`src/rtl/cmd_ring_pkg.sv`:
```
package cmd_ring_pkg;
  localparam int FLIT_W   = 8;
  localparam int ID_W     = 3;
  localparam int TYPE_BIT = 7;
  localparam int ID_LSB   = 4;
  localparam int FILL_BIT = 3;

  typedef logic [FLIT_W-1:0] flit_t;
  typedef logic [ID_W-1:0]   nid_t;

  function automatic flit_t hdr_cmd(nid_t id);
    flit_t f = '0;
    f[TYPE_BIT] = 1'b1;
    f[ID_LSB +: ID_W] = id;
    return f;
  endfunction

  function automatic flit_t hdr_filled(nid_t id);
    flit_t f = '0;
    f[ID_LSB +: ID_W] = id;
    f[FILL_BIT] = 1'b1;
    return f;
  endfunction

  function automatic logic is_cmd(flit_t f);
    return f[TYPE_BIT];
  endfunction

  function automatic logic is_free(flit_t f);
    return !f[TYPE_BIT] && !f[FILL_BIT];
  endfunction

  function automatic logic is_filled(flit_t f);
    return !f[TYPE_BIT] && f[FILL_BIT];
  endfunction

  function automatic nid_t hdr_id(flit_t f);
    return f[ID_LSB +: ID_W];
  endfunction
endpackage

```
`src/rtl/cmd_ring_flit_ctr.sv`:
```
module cmd_ring_flit_ctr #(
  parameter int PKT_LEN = 4,
  parameter int PKTS    = 4
) (
  input  logic                         clk,
  input  logic                         rst_n,
  input  logic                         step,
  output logic [$clog2(PKT_LEN)-1:0]   pos,
  output logic                         round_end
);
  localparam int PW = $clog2(PKT_LEN);
  localparam int KW = (PKTS > 1) ? $clog2(PKTS) : 1;

  logic [KW-1:0] pkt;
  logic          pkt_end;

  assign pkt_end   = (pos == PW'(PKT_LEN - 1));
  assign round_end = pkt_end && (pkt == KW'(PKTS - 1));

  always_ff @(posedge clk) begin
    if (!rst_n) begin
      pos <= '0;
      pkt <= '0;
    end else if (step) begin
      pos <= pkt_end ? '0 : pos + 1'b1;
      if (pkt_end) pkt <= (pkt == KW'(PKTS - 1)) ? '0 : pkt + 1'b1;
    end
  end
endmodule

```
`src/rtl/cmd_ring_slave.sv`:
```
module cmd_ring_slave
  import cmd_ring_pkg::*;
#(
  parameter int PAY_FLITS = 3
) (
  input  logic                          clk,
  input  logic                          rst_n,
  input  nid_t                          node_id,
  input  logic                          in_vld,
  input  flit_t                         in_dat,
  output logic                          out_vld,
  output flit_t                         out_dat,
  input  logic                          res_vld,
  output logic                          res_rdy,
  input  logic [PAY_FLITS*FLIT_W-1:0]   res_dat,
  output logic                          cmd_vld,
  output logic [PAY_FLITS*FLIT_W-1:0]   cmd_dat
);
  localparam int PKT_LEN = PAY_FLITS + 1;
  localparam int PW      = $clog2(PKT_LEN);
  localparam int PAY_W   = PAY_FLITS * FLIT_W;
  localparam int CAP_W   = PAY_W - FLIT_W;

  typedef enum logic [1:0] {S_PASS, S_TAKE, S_FILL} smode_t;

  logic [PW-1:0]    pos;
  smode_t           mode;
  logic [CAP_W-1:0] cap;
  logic [PAY_W-1:0] fill_sr;
  logic             at_hdr, at_last, hit;

  assign at_hdr  = (pos == '0);
  assign at_last = (pos == PW'(PKT_LEN - 1));
  assign hit     = is_cmd(in_dat) && (hdr_id(in_dat) == node_id);
  assign res_rdy = in_vld && at_hdr && is_free(in_dat);

  always_ff @(posedge clk) begin
    if (!rst_n) begin
      pos     <= '0;
      mode    <= S_PASS;
      cap     <= '0;
      fill_sr <= '0;
      out_vld <= 1'b0;
      out_dat <= '0;
      cmd_vld <= 1'b0;
      cmd_dat <= '0;
    end else begin
      out_vld <= in_vld;
      cmd_vld <= 1'b0;
      if (in_vld) begin
        pos <= at_last ? '0 : pos + 1'b1;
        if (at_hdr) begin
          if (hit) begin
            mode    <= S_TAKE;
            out_dat <= '0;
          end else if (res_rdy && res_vld) begin
            mode    <= S_FILL;
            fill_sr <= res_dat;
            out_dat <= hdr_filled(node_id);
          end else begin
            mode    <= S_PASS;
            out_dat <= in_dat;
          end
        end else begin
          unique case (mode)
            S_TAKE: begin
              out_dat <= '0;
              cap     <= {cap[CAP_W-FLIT_W-1:0], in_dat};
              if (at_last) begin
                cmd_vld <= 1'b1;
                cmd_dat <= {cap, in_dat};
              end
            end
            S_FILL: begin
              out_dat <= fill_sr[PAY_W-1 -: FLIT_W];
              fill_sr <= fill_sr << FLIT_W;
            end
            default: out_dat <= in_dat;
          endcase
        end
      end
    end
  end

  assert_fwd_latency_R2: assert property (@(posedge clk) disable iff (!rst_n)
    in_vld |=> out_vld);
  assert_no_spurious_R2: assert property (@(posedge clk) disable iff (!rst_n)
    !in_vld |=> !out_vld);
  assert_take_pulse_R3: assert property (@(posedge clk) disable iff (!rst_n)
    cmd_vld |=> !cmd_vld);
  assert_fill_hdr_R5: assert property (@(posedge clk) disable iff (!rst_n)
    (res_vld && res_rdy) |=> (out_vld && is_filled(out_dat) && hdr_id(out_dat) == node_id));
endmodule

```
`src/rtl/cmd_ring_master.sv`:
```
module cmd_ring_master
  import cmd_ring_pkg::*;
#(
  parameter int PAY_FLITS = 3,
  parameter int PKTS      = 4
) (
  input  logic                          clk,
  input  logic                          rst_n,
  input  logic                          en,
  input  logic                          in_vld,
  input  flit_t                         in_dat,
  output logic                          out_vld,
  output flit_t                         out_dat,
  input  logic                          cmd_vld,
  output logic                          cmd_rdy,
  input  nid_t                          cmd_id,
  input  logic [PAY_FLITS*FLIT_W-1:0]   cmd_dat,
  output logic                          res_vld,
  output nid_t                          res_id,
  output logic [PAY_FLITS*FLIT_W-1:0]   res_dat
);
  localparam int PKT_LEN = PAY_FLITS + 1;
  localparam int PW      = $clog2(PKT_LEN);
  localparam int PAY_W   = PAY_FLITS * FLIT_W;
  localparam int CAP_W   = PAY_W - FLIT_W;

  logic             active;
  logic             tx_step, rx_step, tx_end, rx_end;
  logic [PW-1:0]    tx_pos, rx_pos;
  logic [PAY_W-1:0] tx_sr;
  logic [CAP_W-1:0] rx_cap;
  logic             rx_keep;
  nid_t             rx_src;

  assign tx_step = en && active;
  assign rx_step = en && in_vld;
  assign cmd_rdy = tx_step && (tx_pos == '0);

  cmd_ring_flit_ctr #(.PKT_LEN(PKT_LEN), .PKTS(PKTS)) u_tx_ctr (
    .clk(clk), .rst_n(rst_n), .step(tx_step), .pos(tx_pos), .round_end(tx_end));

  cmd_ring_flit_ctr #(.PKT_LEN(PKT_LEN), .PKTS(PKTS)) u_rx_ctr (
    .clk(clk), .rst_n(rst_n), .step(rx_step), .pos(rx_pos), .round_end(rx_end));

  always_ff @(posedge clk) begin
    if (!rst_n) begin
      active  <= 1'b1;
      out_vld <= 1'b0;
      out_dat <= '0;
      tx_sr   <= '0;
      rx_cap  <= '0;
      rx_keep <= 1'b0;
      rx_src  <= '0;
      res_vld <= 1'b0;
      res_id  <= '0;
      res_dat <= '0;
    end else begin
      out_vld <= 1'b0;
      res_vld <= 1'b0;
      if (tx_step) begin
        out_vld <= 1'b1;
        if (tx_pos == '0) begin
          out_dat <= cmd_vld ? hdr_cmd(cmd_id) : '0;
          tx_sr   <= cmd_vld ? cmd_dat : '0;
        end else begin
          out_dat <= tx_sr[PAY_W-1 -: FLIT_W];
          tx_sr   <= tx_sr << FLIT_W;
        end
        if (tx_end) active <= 1'b0;
      end
      if (rx_step) begin
        if (rx_pos == '0) begin
          rx_keep <= is_filled(in_dat);
          rx_src  <= hdr_id(in_dat);
        end else begin
          rx_cap <= {rx_cap[CAP_W-FLIT_W-1:0], in_dat};
          if (rx_pos == PW'(PKT_LEN - 1) && rx_keep) begin
            res_vld <= 1'b1;
            res_id  <= rx_src;
            res_dat <= {rx_cap, in_dat};
          end
        end
        if (rx_end) active <= 1'b1;
      end
    end
  end

  assert_hdr_on_accept_R8: assert property (@(posedge clk) disable iff (!rst_n)
    (cmd_vld && cmd_rdy) |=> (out_vld && is_cmd(out_dat)));
  assert_result_from_ring_R10: assert property (@(posedge clk) disable iff (!rst_n)
    res_vld |-> $past(in_vld));
endmodule

```
`src/rtl/cmd_ring_node.sv`:
```
module cmd_ring_node
  import cmd_ring_pkg::*;
#(
  parameter int PAY_FLITS      = 3,
  parameter int PKTS_PER_ROUND = 4
) (
  input  logic                          clk,
  input  logic                          rst_n,
  input  logic                          master_mode,
  input  logic [ID_W-1:0]               node_id,
  input  logic                          ring_in_vld,
  input  logic [FLIT_W-1:0]             ring_in_dat,
  output logic                          ring_out_vld,
  output logic [FLIT_W-1:0]             ring_out_dat,
  input  logic                          loc_in_vld,
  output logic                          loc_in_rdy,
  input  logic [ID_W-1:0]               loc_in_id,
  input  logic [PAY_FLITS*FLIT_W-1:0]   loc_in_dat,
  output logic                          loc_out_vld,
  output logic [ID_W-1:0]               loc_out_id,
  output logic [PAY_FLITS*FLIT_W-1:0]   loc_out_dat
);
  localparam int PAY_W = PAY_FLITS * FLIT_W;

  logic             s_out_vld, m_out_vld, s_rdy, m_rdy, s_del_vld, m_del_vld;
  flit_t            s_out_dat, m_out_dat;
  nid_t             m_del_id;
  logic [PAY_W-1:0] s_del_dat, m_del_dat;

  cmd_ring_slave #(.PAY_FLITS(PAY_FLITS)) u_slave (
    .clk(clk), .rst_n(rst_n), .node_id(node_id),
    .in_vld(ring_in_vld && !master_mode), .in_dat(ring_in_dat),
    .out_vld(s_out_vld), .out_dat(s_out_dat),
    .res_vld(loc_in_vld && !master_mode), .res_rdy(s_rdy), .res_dat(loc_in_dat),
    .cmd_vld(s_del_vld), .cmd_dat(s_del_dat));

  cmd_ring_master #(.PAY_FLITS(PAY_FLITS), .PKTS(PKTS_PER_ROUND)) u_master (
    .clk(clk), .rst_n(rst_n), .en(master_mode),
    .in_vld(ring_in_vld), .in_dat(ring_in_dat),
    .out_vld(m_out_vld), .out_dat(m_out_dat),
    .cmd_vld(loc_in_vld), .cmd_rdy(m_rdy), .cmd_id(loc_in_id), .cmd_dat(loc_in_dat),
    .res_vld(m_del_vld), .res_id(m_del_id), .res_dat(m_del_dat));

  always_comb begin
    if (master_mode) begin
      ring_out_vld = m_out_vld;
      ring_out_dat = m_out_dat;
      loc_in_rdy   = m_rdy;
      loc_out_vld  = m_del_vld;
      loc_out_id   = m_del_id;
      loc_out_dat  = m_del_dat;
    end else begin
      ring_out_vld = s_out_vld;
      ring_out_dat = s_out_dat;
      loc_in_rdy   = s_rdy;
      loc_out_vld  = s_del_vld;
      loc_out_id   = node_id;
      loc_out_dat  = s_del_dat;
    end
  end
endmodule

```
`config.mk`:
```
export PLATFORM = sky130hd
export DESIGN_NAME = cmd_ring_node
export DESIGN_NICKNAME = d
export VERILOG_FILES = /design/src/rtl/cmd_ring_pkg.sv /design/src/rtl/cmd_ring_flit_ctr.sv /design/src/rtl/cmd_ring_slave.sv /design/src/rtl/cmd_ring_master.sv /design/src/rtl/cmd_ring_node.sv
export SDC_FILE = /design/constraint.sdc
export NUM_CORES = 1
export LEC_CHECK = 0
export BUFFER_PORTS_ARGS = -buffer_cell sky130_fd_sc_hd__buf_2
export CAP_MARGIN = 10
export CORE_ASPECT_RATIO = 1.5
export CORE_MARGIN = 1
export CORE_UTILIZATION = 50
export DETAILED_ROUTE_END_ITERATION = 16
export PLACE_DENSITY = 0.68
export SLEW_MARGIN = 10
export SYNTH_ARGS = -nofsm -noshare
export SYNTH_HDL_FRONTEND = slang
export SYNTH_SLANG_ARGS = --single-unit
```
`constraint.sdc`:
```
create_clock -name clk -period 4.2 [get_ports clk]
set_clock_uncertainty 0.1 [all_clocks]
set_input_delay 0.21 -clock clk [delete_from_list [all_inputs] [get_ports clk]]
set_output_delay 0.21 -clock clk [all_outputs]
set_load 0.1 [all_outputs]
```
==> impl_metrics.ini <==
[run_status]
status = complete, no violations

[sta]
timing.final.crit_share_pct = 70.0
maxSlewViolCount = 0
max_freq_ghz = 0.340
worstMarginPinSlew_ns = 0.850
finalSetupTns_ns = 0
setup_violations = 0
finalHoldViolations = 0
rsz0062_at_grt = no
period_needed_ns = 2.94
slew_headroom_pct = 43.2

[synthesis]
ys_seq_area_share_pct = 47.0
netlist_area_mm2 = 0.00715
yosysTopAreaCell = dfxtp_1
dominantRegCellSynth = dfxtp_1
synth_area_per_cell_um2 = 8.42
synth_edf_count = 0
synth_fp_nets = 903
synth_cell_types = 48
yosysTopAreaCellShare_pct = 47.0
synth.area.top_cells = dfxtp_1, nand2_1, a21oi_1
synth_async_sr_flop_share_pct = 0
synthCells = 850
ys_ff_latch = 168
yosysWarnings = 0

[placed_design]
place_area_mm2 = 0.00755
io_buffers = 80
gp_congestion = 0.842
place_hpwl_um = 11900

[layout]
utilization_pct = 59.3
final_nets = 962
area_growth_pct = 16.0
layout-drive-gt1-share_pct = 19.8
diodes = 0
final_common_cell = nand2_1
design_area_mm2 = 0.00830
n_fill_cell = 1296
mostFrequentLayoutCells = nand2_1, dfxtp_1, a21oi_1, buf_2, nor2_1

[min_path]
hp-class = in -> reg

[setup_path]
critical_path_class = reg -> out
path_max_fanout = 31
arrival_ns = 2.63
critPathLaunchType = flop
cp.required_ns = 3.89
cp-end-kind = output port

[clocking]
cts_inserted_buffers = 17
cts_max_path_buffers = 2
cts_resized = 0
cts_tree = built
cts_setup_buffers = 0
clk_latency_ns = 0.42
clock-sinks = 168
htree_levels = 4
cts-root-buf = clkbuf_16
path_clk_slew_ns = 0.07

[global_routing]
grtUsageTotal_pct = 25.4
grtUsageMet1_pct = 29.2
grtUsageMet3_pct = 4.98
grt_max_degree = 55
top_usage_layer = met2
gr-total-overflow = 0
grt.met2_usage_pct = 46.0
grt_pass1_wl_um = 29100
grt_pass1_vias = 5665
antenna_found_initial = 0

[drt]
wl_um = 18000
drt_iter0_drc = 315
drc = 0
drt.antenna.violating_nets = 0
firstDrtPassIters = 5
avgRoutedWirePerCell_um = 16.2
via_count = 5979
via_per_inst = 5.37

[pwr]
power_density_mw_per_mm2 = 432
peakVddDrop_mv = 0.244
p_leak_nw = 3.25

[flow_run]
drv_cap = 0

[die]
dieArea_mm2 = 0.0148
initial_core_util_pct = 51.1
core_area_mm2 = 0.0140
die_h_um = 149
rows = 53
num_io_pins = 81
die_width_um = 99.7
## worst max-delay path, stage by stage, from the launching register on
cell      delay [ns]
dfxtp_1         0.34
inv_1           0.08
ha_1            0.15
buf_4           0.40
nand3b_2        0.27
o32ai_1         0.44
buf_2           0.51
## Yosys cell counts, types with 3 or more instances
| cell type | n |
|---|---|
| and3_1 | 5 |
| mux2i_1 | 20 |
| nand3_1 | 21 |
| and2_1 | 4 |
| nor2_1 | 58 |
| a32oi_1 | 3 |
| a211oi_2 | 16 |
| mux2_2 | 37 |
| dfxtp_1 | 168 |
| clkbuf_1 | 33 |
| a21oi_1 | 123 |
| buf_4 | 9 |
| a221oi_1 | 18 |
| xnor2_1 | 3 |
| nor3_1 | 21 |
| buf_2 | 20 |
| inv_1 | 11 |
| o21ai_0 | 16 |
| buf_6 | 4 |
| ha_1 | 10 |
| nand2_1 | 217 |
## where the power goes
group          switching [mW]  internal (mW)
Clock                   0.678          0.907
Combinational           0.244          0.107
Sequential             0.0209           1.63
Total                   0.943           2.64
## cell type report
class	instances	area (um2)	area share, %
inverters	13	51.3	0.618
multi-input cells	602	3400	41.0
clock inverters	14	160	1.93
flip-flops and latches	168	3360	40.5
repair buffers	107	641	7.72
clock buffers	18	439	5.29
well taps	192	240	2.90
## per-layer routing
layer | part of all wire (%) | vias up
met2 | 53 | 152
met5 | 0 | -
met3 | 3.6 | 29
li1 | - | 3014
met4 | 2.3 | 0
met1 | 41 | 2784
## repair_timing
action | in CTS | in global routing
hold buffers | 15 | 0
endpoints found under the hold margin | 23 | 0
endpoints found under the setup margin | 0 | 0
## final timing paths
kind / endpoint / startpoint / depth (start not counted) / slack [ns]
hold reg to reg: u_slave.cmd_dat[20] / u_slave.cap[12] / 2 / 0.35
setup / recovery: loc_in_rdy / u_slave.pos[0] / 6 / 1.26
setup reg to reg: u_slave.fill_sr[8] / u_slave.pos[0] / 8 / 1.49
hold / removal: u_master.tx_sr[12] / loc_in_dat[12] / 3 / 0.009
## through the flow
step / power, mW / worst slack [ns] / hold WS, ns / instances
after floorplan: 1.93 / 0.602 / 0.246 / 850
after global routing: 3.70 / 1.14 / 0.00981 / 1114
after CTS: 3.61 / 1.29 / 0.000272 / 1114
final: 3.59 / 1.26 / 0.00934 / 1114
after detailed placement: 2.02 / 1.48 / 0.343 / 1067
after global placement: 2.02 / 1.54 / 0.338 / 1067
## state kept, by name, indices dropped and copies added (netlist names), 2 cells and up
name and cells:
u_master.res_id 3, u_slave.out_dat 8, u_slave.mode 2, u_master.res_dat 24, u_slave.cmd_dat 24, u_master.rx_cap 16
u_master.rx_src 3, u_master.tx_sr 24, u_master.u_tx_ctr.pkt 2, u_master.out_dat 8, u_slave.fill_sr 24, u_master.u_tx_ctr.pos 2
u_slave.pos 2, u_master.u_rx_ctr.pos 2, u_slave.cap 16, u_master.u_rx_ctr.pkt 2
## cells by family after synthesis
family	count (synthesis)	synth area share, %
simple gates	340	19.8
compound gates	191	16.9
flops	168	47.0
buf+inv	80	5.44
mux	57	8.62
fa+ha+maj	10	1.75
xor+xnor	4	0.490
Note: power is estimated with default switching activity, not from simulation.
